--- src/rtl/burst_seq_pkg.sv ---
package burst_seq_pkg;

    typedef enum logic [1:0] {
        ST_IDLE,
        ST_FIRST,
        ST_GAP,
        ST_STREAM
    } seq_state_e;

    typedef struct packed {
        logic err;
        logic done;
    } seq_status_t;

    localparam logic [2:0] LAT_MIN   = 3'd3;
    localparam logic [2:0] LAT_RESET = 3'd4;
    localparam logic       SEL_LAT   = 1'b0;

    function automatic logic lat_legal(input logic [2:0] v);
        return v >= LAT_MIN;
    endfunction

    function automatic logic [7:0] pack_readback(input logic sel,
                                                 input logic [2:0] lat,
                                                 input seq_status_t st);
        if (sel == SEL_LAT)
            return {5'b0, lat};
        return {6'b0, st};
    endfunction

endpackage

--- src/rtl/bsr_addr_gen.sv ---
module bsr_addr_gen #(
    parameter int AW = 16,
    parameter int OW = 6
) (
    input  logic          clk,
    input  logic          rst,
    input  logic          load,
    input  logic [AW-1:0] load_addr,
    input  logic          step,
    output logic [AW-1:0] addr
);
    logic [AW-1:0] addr_q;
    logic [AW-1:0] addr_inc;

    generate
        if (OW >= AW) begin : g_whole
            assign addr_inc = addr_q + 1'b1;
        end else begin : g_block
            logic [OW-1:0] off_inc;
            assign off_inc  = addr_q[OW-1:0] + 1'b1;
            assign addr_inc = {addr_q[AW-1:OW], off_inc};
        end
    endgenerate

    always_ff @(posedge clk) begin
        if (rst)
            addr_q <= '0;
        else if (load)
            addr_q <= load_addr;
        else if (step)
            addr_q <= addr_inc;
    end

    assign addr = addr_q;
endmodule

--- src/rtl/bsr_ctrl.sv ---
module bsr_ctrl
    import burst_seq_pkg::*;
#(
    parameter int FIXED_LEN = 8
) (
    input  logic       clk,
    input  logic       rst,
    input  logic       start,
    input  logic       start_fixed,
    input  logic       we_n,
    input  logic [2:0] lat,
    output logic       busy,
    output logic       load,
    output logic       step,
    output logic       mem_rd,
    output logic       fin,
    output logic       abort,
    output logic       dout_valid,
    output logic       rdy
);
    localparam int LW = $clog2(FIXED_LEN) + 1;

    seq_state_e    state_q;
    logic          fixed_q;
    logic [2:0]    gap_q;
    logic [LW-1:0] rem_q;
    logic          issuing;

    assign busy    = (state_q != ST_IDLE);
    assign abort   = busy && !we_n;
    assign issuing = (state_q == ST_FIRST) || (state_q == ST_STREAM);
    assign mem_rd  = issuing && we_n;
    assign load    = (state_q == ST_IDLE) && start;
    assign step    = mem_rd;
    assign fin     = (state_q == ST_STREAM) && fixed_q && (rem_q == LW'(1)) && we_n;

    always_ff @(posedge clk) begin
        if (rst) begin
            state_q <= ST_IDLE;
            fixed_q <= 1'b0;
            gap_q   <= '0;
            rem_q   <= '0;
        end else if (abort) begin
            state_q <= ST_IDLE;
        end else begin
            unique case (state_q)
                ST_IDLE: if (start) begin
                    state_q <= ST_FIRST;
                    fixed_q <= start_fixed;
                    rem_q   <= LW'(FIXED_LEN - 1);
                end
                ST_FIRST: begin
                    state_q <= ST_GAP;
                    gap_q   <= lat - 3'd2;
                end
                ST_GAP: begin
                    if (gap_q == 3'd0)
                        state_q <= ST_STREAM;
                    else
                        gap_q <= gap_q - 3'd1;
                end
                ST_STREAM: begin
                    if (fin)
                        state_q <= ST_IDLE;
                    else
                        rem_q <= rem_q - LW'(1);
                end
                default: state_q <= ST_IDLE;
            endcase
        end
    end

    always_ff @(posedge clk) begin
        if (rst) begin
            dout_valid <= 1'b0;
            rdy        <= 1'b0;
        end else begin
            dout_valid <= mem_rd;
            rdy        <= mem_rd && (state_q == ST_FIRST);
        end
    end

    // the ready pulse only ever accompanies a delivered word
    p_rdy_with_word_r4: assert property (@(posedge clk) disable iff (rst)
        rdy |-> dout_valid);

    // an illegal write enable leaves the sequencer idle with no word
    p_abort_idle_r9: assert property (@(posedge clk) disable iff (rst)
        abort |=> (!busy && !dout_valid));

    // a continuous stream keeps issuing reads while write enable is high
    p_cont_runs_r6: assert property (@(posedge clk) disable iff (rst)
        (state_q == ST_STREAM && !fixed_q && we_n) |=> mem_rd || !we_n);
endmodule

--- src/rtl/bsr_cfg_regs.sv ---
module bsr_cfg_regs
    import burst_seq_pkg::*;
(
    input  logic       clk,
    input  logic       rst,
    input  logic       cfg_wr,
    input  logic [2:0] cfg_lat,
    input  logic       busy,
    input  logic       clr,
    input  logic       fin,
    input  logic       abort,
    input  logic       reg_avd,
    input  logic       reg_addr,
    output logic [2:0] lat,
    output logic       irq,
    output logic [7:0] reg_rdata
);
    logic [2:0]  lat_q;
    seq_status_t st_q;

    always_ff @(posedge clk) begin
        if (rst) begin
            lat_q     <= LAT_RESET;
            st_q      <= '0;
            reg_rdata <= '0;
        end else begin
            if (cfg_wr && !busy && lat_legal(cfg_lat))
                lat_q <= cfg_lat;
            if (clr)
                st_q.done <= 1'b0;
            else if (fin)
                st_q.done <= 1'b1;
            if (abort)
                st_q.err <= 1'b1;
            if (reg_avd)
                reg_rdata <= pack_readback(reg_addr, lat_q, st_q);
        end
    end

    assign lat = lat_q;
    assign irq = st_q.done;

    // the latency field never leaves its legal range
    p_lat_range_r2: assert property (@(posedge clk) disable iff (rst)
        lat_q >= LAT_MIN);

    // completion stays flagged until a new burst is accepted
    p_done_hold_r7: assert property (@(posedge clk) disable iff (rst)
        (irq && !clr) |=> irq);

    // the error bit is sticky
    p_err_sticky_r9: assert property (@(posedge clk) disable iff (rst)
        st_q.err |=> st_q.err);
endmodule

--- src/rtl/burst_read_seq.sv ---
module burst_read_seq #(
    parameter int AW          = 16,
    parameter int DW          = 16,
    parameter int BLOCK_WORDS = 64,
    parameter int FIXED_LEN   = 8
) (
    input  logic          clk,
    input  logic          rst,
    input  logic          start,
    input  logic [AW-1:0] start_addr,
    input  logic          start_fixed,
    input  logic          we_n,
    input  logic          cfg_wr,
    input  logic [2:0]    cfg_lat,
    input  logic          reg_avd,
    input  logic          reg_addr,
    output logic [7:0]    reg_rdata,
    output logic          mem_rd,
    output logic [AW-1:0] mem_addr,
    input  logic [DW-1:0] mem_rdata,
    output logic [DW-1:0] dout,
    output logic          dout_valid,
    output logic          rdy,
    output logic          irq
);
    localparam int OW = $clog2(BLOCK_WORDS);

    logic       busy, load, step, fin, abort;
    logic [2:0] lat;

    bsr_ctrl #(.FIXED_LEN(FIXED_LEN)) ctrl_i (
        .clk        (clk),
        .rst        (rst),
        .start      (start),
        .start_fixed(start_fixed),
        .we_n       (we_n),
        .lat        (lat),
        .busy       (busy),
        .load       (load),
        .step       (step),
        .mem_rd     (mem_rd),
        .fin        (fin),
        .abort      (abort),
        .dout_valid (dout_valid),
        .rdy        (rdy)
    );

    bsr_addr_gen #(.AW(AW), .OW(OW)) addr_i (
        .clk      (clk),
        .rst      (rst),
        .load     (load),
        .load_addr(start_addr),
        .step     (step),
        .addr     (mem_addr)
    );

    bsr_cfg_regs regs_i (
        .clk      (clk),
        .rst      (rst),
        .cfg_wr   (cfg_wr),
        .cfg_lat  (cfg_lat),
        .busy     (busy),
        .clr      (load),
        .fin      (fin),
        .abort    (abort),
        .reg_avd  (reg_avd),
        .reg_addr (reg_addr),
        .lat      (lat),
        .irq      (irq),
        .reg_rdata(reg_rdata)
    );

    assign dout = mem_rdata;

    // back-to-back reads never leave the block
    p_block_hold_r5: assert property (@(posedge clk) disable iff (rst)
        (mem_rd && $past(mem_rd)) |-> (mem_addr[AW-1:OW] == $past(mem_addr[AW-1:OW])));
endmodule

--- config.mk ---
export PLATFORM = sky130hd
export DESIGN_NAME = burst_read_seq
export DESIGN_NICKNAME = d
export VERILOG_FILES = /design/src/rtl/burst_seq_pkg.sv /design/src/rtl/bsr_addr_gen.sv /design/src/rtl/bsr_ctrl.sv /design/src/rtl/bsr_cfg_regs.sv /design/src/rtl/burst_read_seq.sv
export SDC_FILE = /design/constraint.sdc
export NUM_CORES = 1
export LEC_CHECK = 0
export BUFFER_PORTS_ARGS = -buffer_cell sky130_fd_sc_hd__buf_2
export CAP_MARGIN = 20
export CORE_MARGIN = 5
export CORE_UTILIZATION = 44
export CTS_CLUSTER_DIAMETER = 40
export DETAILED_ROUTE_END_ITERATION = 16
export GPL_TIMING_DRIVEN = 0
export PLACE_DENSITY = 0.8
export SLEW_MARGIN = 20
export SYNTH_ARGS = -nofsm -noshare
export SYNTH_HDL_FRONTEND = slang
export SYNTH_SLANG_ARGS = --single-unit
--- constraint.sdc ---
create_clock -name clk -period 5.05 [get_ports clk]
set_input_delay 1.01 -clock clk [delete_from_list [all_inputs] [get_ports clk]]
set_output_delay 1.01 -clock clk [all_outputs]
set_load 0.02 [all_outputs]
==> qor.txt <==
Worst-path clk slew - 0.07 ns
Hold Crit Class - flop to flop
WP data arrival - 1.69 ns
Crit path required time - 4.04 ns
First-pass iteration count of the detailed router - 5
Clock power frac - 0.194
Antenna Nets Post-Route - 0
Top Ports - 87
Skew final - 0.00176 ns
Routed vias/inst - 4.87
Tcrit/Tclk final - 0.535
Num CTS Buffers - 5
Critical Path Start Type - input pin
Buf/Inv on CP - 3
H-tree levels - 2
R2R setup slack - 3.28 ns
Final #Nets - 339
Part of the power in registers - 0.384
CTS tree - yes
CTS resizes - 0
Clk buf depth - 2
Post-Syn Area - 1810 µm²
Sw frac - 0.399
Footprint of the multi-input gates - 867 µm²
Setup bufs post-CTS - 0
Post-synth EDFFs - 0
FF-to-FF Start - ctrl_i.state_q[0]
Clock root cell - clkbuf_8
Initial antenna violation count - 0
Yosys reg bits - 36
WL final - 4.07 mm
Area growth syn-to-layout - 26.6%
FF-to-FF path depth - 5
CP endpoint kind - output pin
Hold_buf cts - 0
Vias - 1646
Total chip power - 0.00103 W
Worst path cell trace - buf_2 -> o21a_1 -> buf_2 -> buf_2
Setup TNS - 0 ns
Count leader, synth - dfxtp_1
GRT Overall Usage - 0.152
Largest net degree at the start of global routing - 13
Die ar. - 5490 µm²
Synth top area share - 0.399
Yosys synthesis warning count - 0
RD Place Congestion - 0.881
Worst path slowest cell - buf_2
Crit path from - we_n
Port buffer count - 63
Remaining Overflow, GRT - 0
Dominant synthesized flop cell - dfxtp_1
CTS Sinks - 36
First-pass GRT wire length - 6.46 mm
FF-to-FF End - ctrl_i.state_q[1]
Yosys top cell by area - dfxtp_1
Die Ht - 74.1 µm
Net Sw Power - 0.000411 W
Flip-flop and latch area - 721 µm²
Max cap viols - 0
Leak Pwr - 1.08 nW
Initial core utilization - 0.452
CP most frequent cell - buf_2
Peak supply drop - 251 µV
Logic pwr share - 0.421
Unrepaired setup endpoints after global routing - no
CP Depth - 4
Worst-Skew Late Latency - 0.29 ns
Placed insts - 330
Fin crit period - 2.70 ns
Crit Path Category - input pin to output pin
Distinct cells, synth - 40
Diode count - 0
Total of fill cells in the finished design - 369
Area contributors post-synth - dfxtp_1, buf_4, nand2_1
Setup Viol. Count Final - 0
Final instance area - 2290 µm²
Die Width - 74.1 µm
# rows - 23
Sequential area share after synthesis - 0.399
Crit-path max FO - 9
Dpl hpwl - 3.20 mm
Slew Viols, Final - 0
Fmax - 0.370 GHz
Non-filler cells in the finished layout - 338
DRC violations left - 0
Layout cells sized above 1 - 0.340
Ys async rst share - 0
Status - complete, no violations
Core area - 4000 µm²
Cells after Synth - 213
Vias in the first global route - 1477
PwrDens - 451 nW/µm²
Crit-path max cell delay - 0.19 ns
Detailed Route Iter0 Violations - 102
Int Power - 0.000620 W
Crit-path leading delay family - buffers and inverters
Critical path endpoint - mem_rd
Synth cell count leaders - dfxtp_1, nand2_1, buf_4
Wire per inst - 12.0 µm
Mean post-synth cell area - 8.49 µm²
Placed inst area - 2200 µm²
Final Hold Viols - 0
-- through the flow --
stage | hold WS, ns | setup slack [ns] | util
6_report | 0.453 | 2.35 | 0.572
5_1_grt | 0.471 | 2.28 | 0.572
4_1_cts | 0.454 | 2.35 | 0.572
3_5_place_dp | 0.444 | 2.35 | 0.550
3_3_place_gp | 0.440 | 2.35 | 0.550
2_1_floorplan | 0.432 | 2.54 | -
-- kinds of logic (layout without fill, tap and decap cells) --
group	Yosys count	count (layout)	share of synthesized area
compound gates	45	45	0.167
buf+inv	41	112	0.130
flops	36	36	0.399
xor+xnor	6	6	0.0291
other cells	1	5	0.00207
fa+ha+maj	9	9	0.0623
mux	7	7	0.0401
simple gates	68	68	0.170
-- registers in the layout, indices dropped and copies added (netlist names) --
signal and flops:
regs_i.irq 1, ctrl_i.gap_q 3, ctrl_i.state_q 2, ctrl_i.fixed_q 1, regs_i.st_q 1, regs_i.lat 3
addr_i.addr 16, ctrl_i.dout_valid 1, ctrl_i.rem_q 4, ctrl_i.rdy 1, regs_i.reg_rdata 3
-- worst register-to-register path, cell delays in order (launching register included) --
cell      delay, ns
dfxtp_1        0.38
inv_1          0.08
ha_1           0.20
clkbuf_1       0.20
a222oi_1       0.45
mux2_1         0.36
-- how the worst min path moves through the flow --
stage / cells past startpoint / slack (ns) / startpoint / to
2_1_floorplan: 2 / 0.43 / ctrl_i.fixed_q / ctrl_i.fixed_q
3_3_place_gp: 2 / 0.44 / addr_i.addr[13] / addr_i.addr[13]
3_5_place_dp: 2 / 0.44 / addr_i.addr[9] / addr_i.addr[9]
4_1_cts: 2 / 0.45 / addr_i.addr[9] / addr_i.addr[9]
5_1_grt: 2 / 0.47 / addr_i.addr[9] / addr_i.addr[9]
6_report: 2 / 0.45 / addr_i.addr[10] / addr_i.addr[10]
-- layer usage --
| metal | part of all wire | wire (µm) | GRT usage |
|---|---|---|---|
| met1 | 0.41 | 1650 | 0.174 |
| met2 | 0.49 | 2010 | 0.263 |
| met3 | 0.082 | 333 | 0.0432 |
| met4 | 0.018 | 72 | 0.0664 |
| met5 | 0 | 0 | 0 |
-- power by group through the flow --
stage	clock network [W]	logic, W	registers [W]
after floorplan	0	0.000279	0.000440
after global placement	0	0.000425	0.000400
after detailed placement	0	0.000437	0.000403
after CTS	0.000205	0.000440	0.000397
after global routing	0.000222	0.000488	0.000406
final	0.000200	0.000435	0.000397
-- layout by cell type (no fill, tap or decap), types with 2 or more instances in the layout --
master,n
dfxtp_1,36
nand2_1,31
nand3b_1,3
a31oi_1,2
nor3_1,2
ha_1,9
nand2b_1,3
conb_1,5
clkbuf_1,9
o21ai_0,2
nand4_1,2
a211oi_1,9
o21a_1,2
buf_4,21
nor2_1,19
a21oi_1,20
clkinv_2,2
clkbuf_8,5
buf_2,65
mux2i_1,5
xor2_1,5
inv_1,9
nor2b_1,2
-- final cells by class --
cell class	instances	share of cell area
plain buffers	32	0.0880
clock buffers	5	0.0301
clock inverters	3	0.00820
inverters	9	0.0148
multi-input cells	140	0.379
flip-flops and latches	36	0.315
well taps	50	0.0273
repair buffers	63	0.138
(Power assumes the default switching activity.)
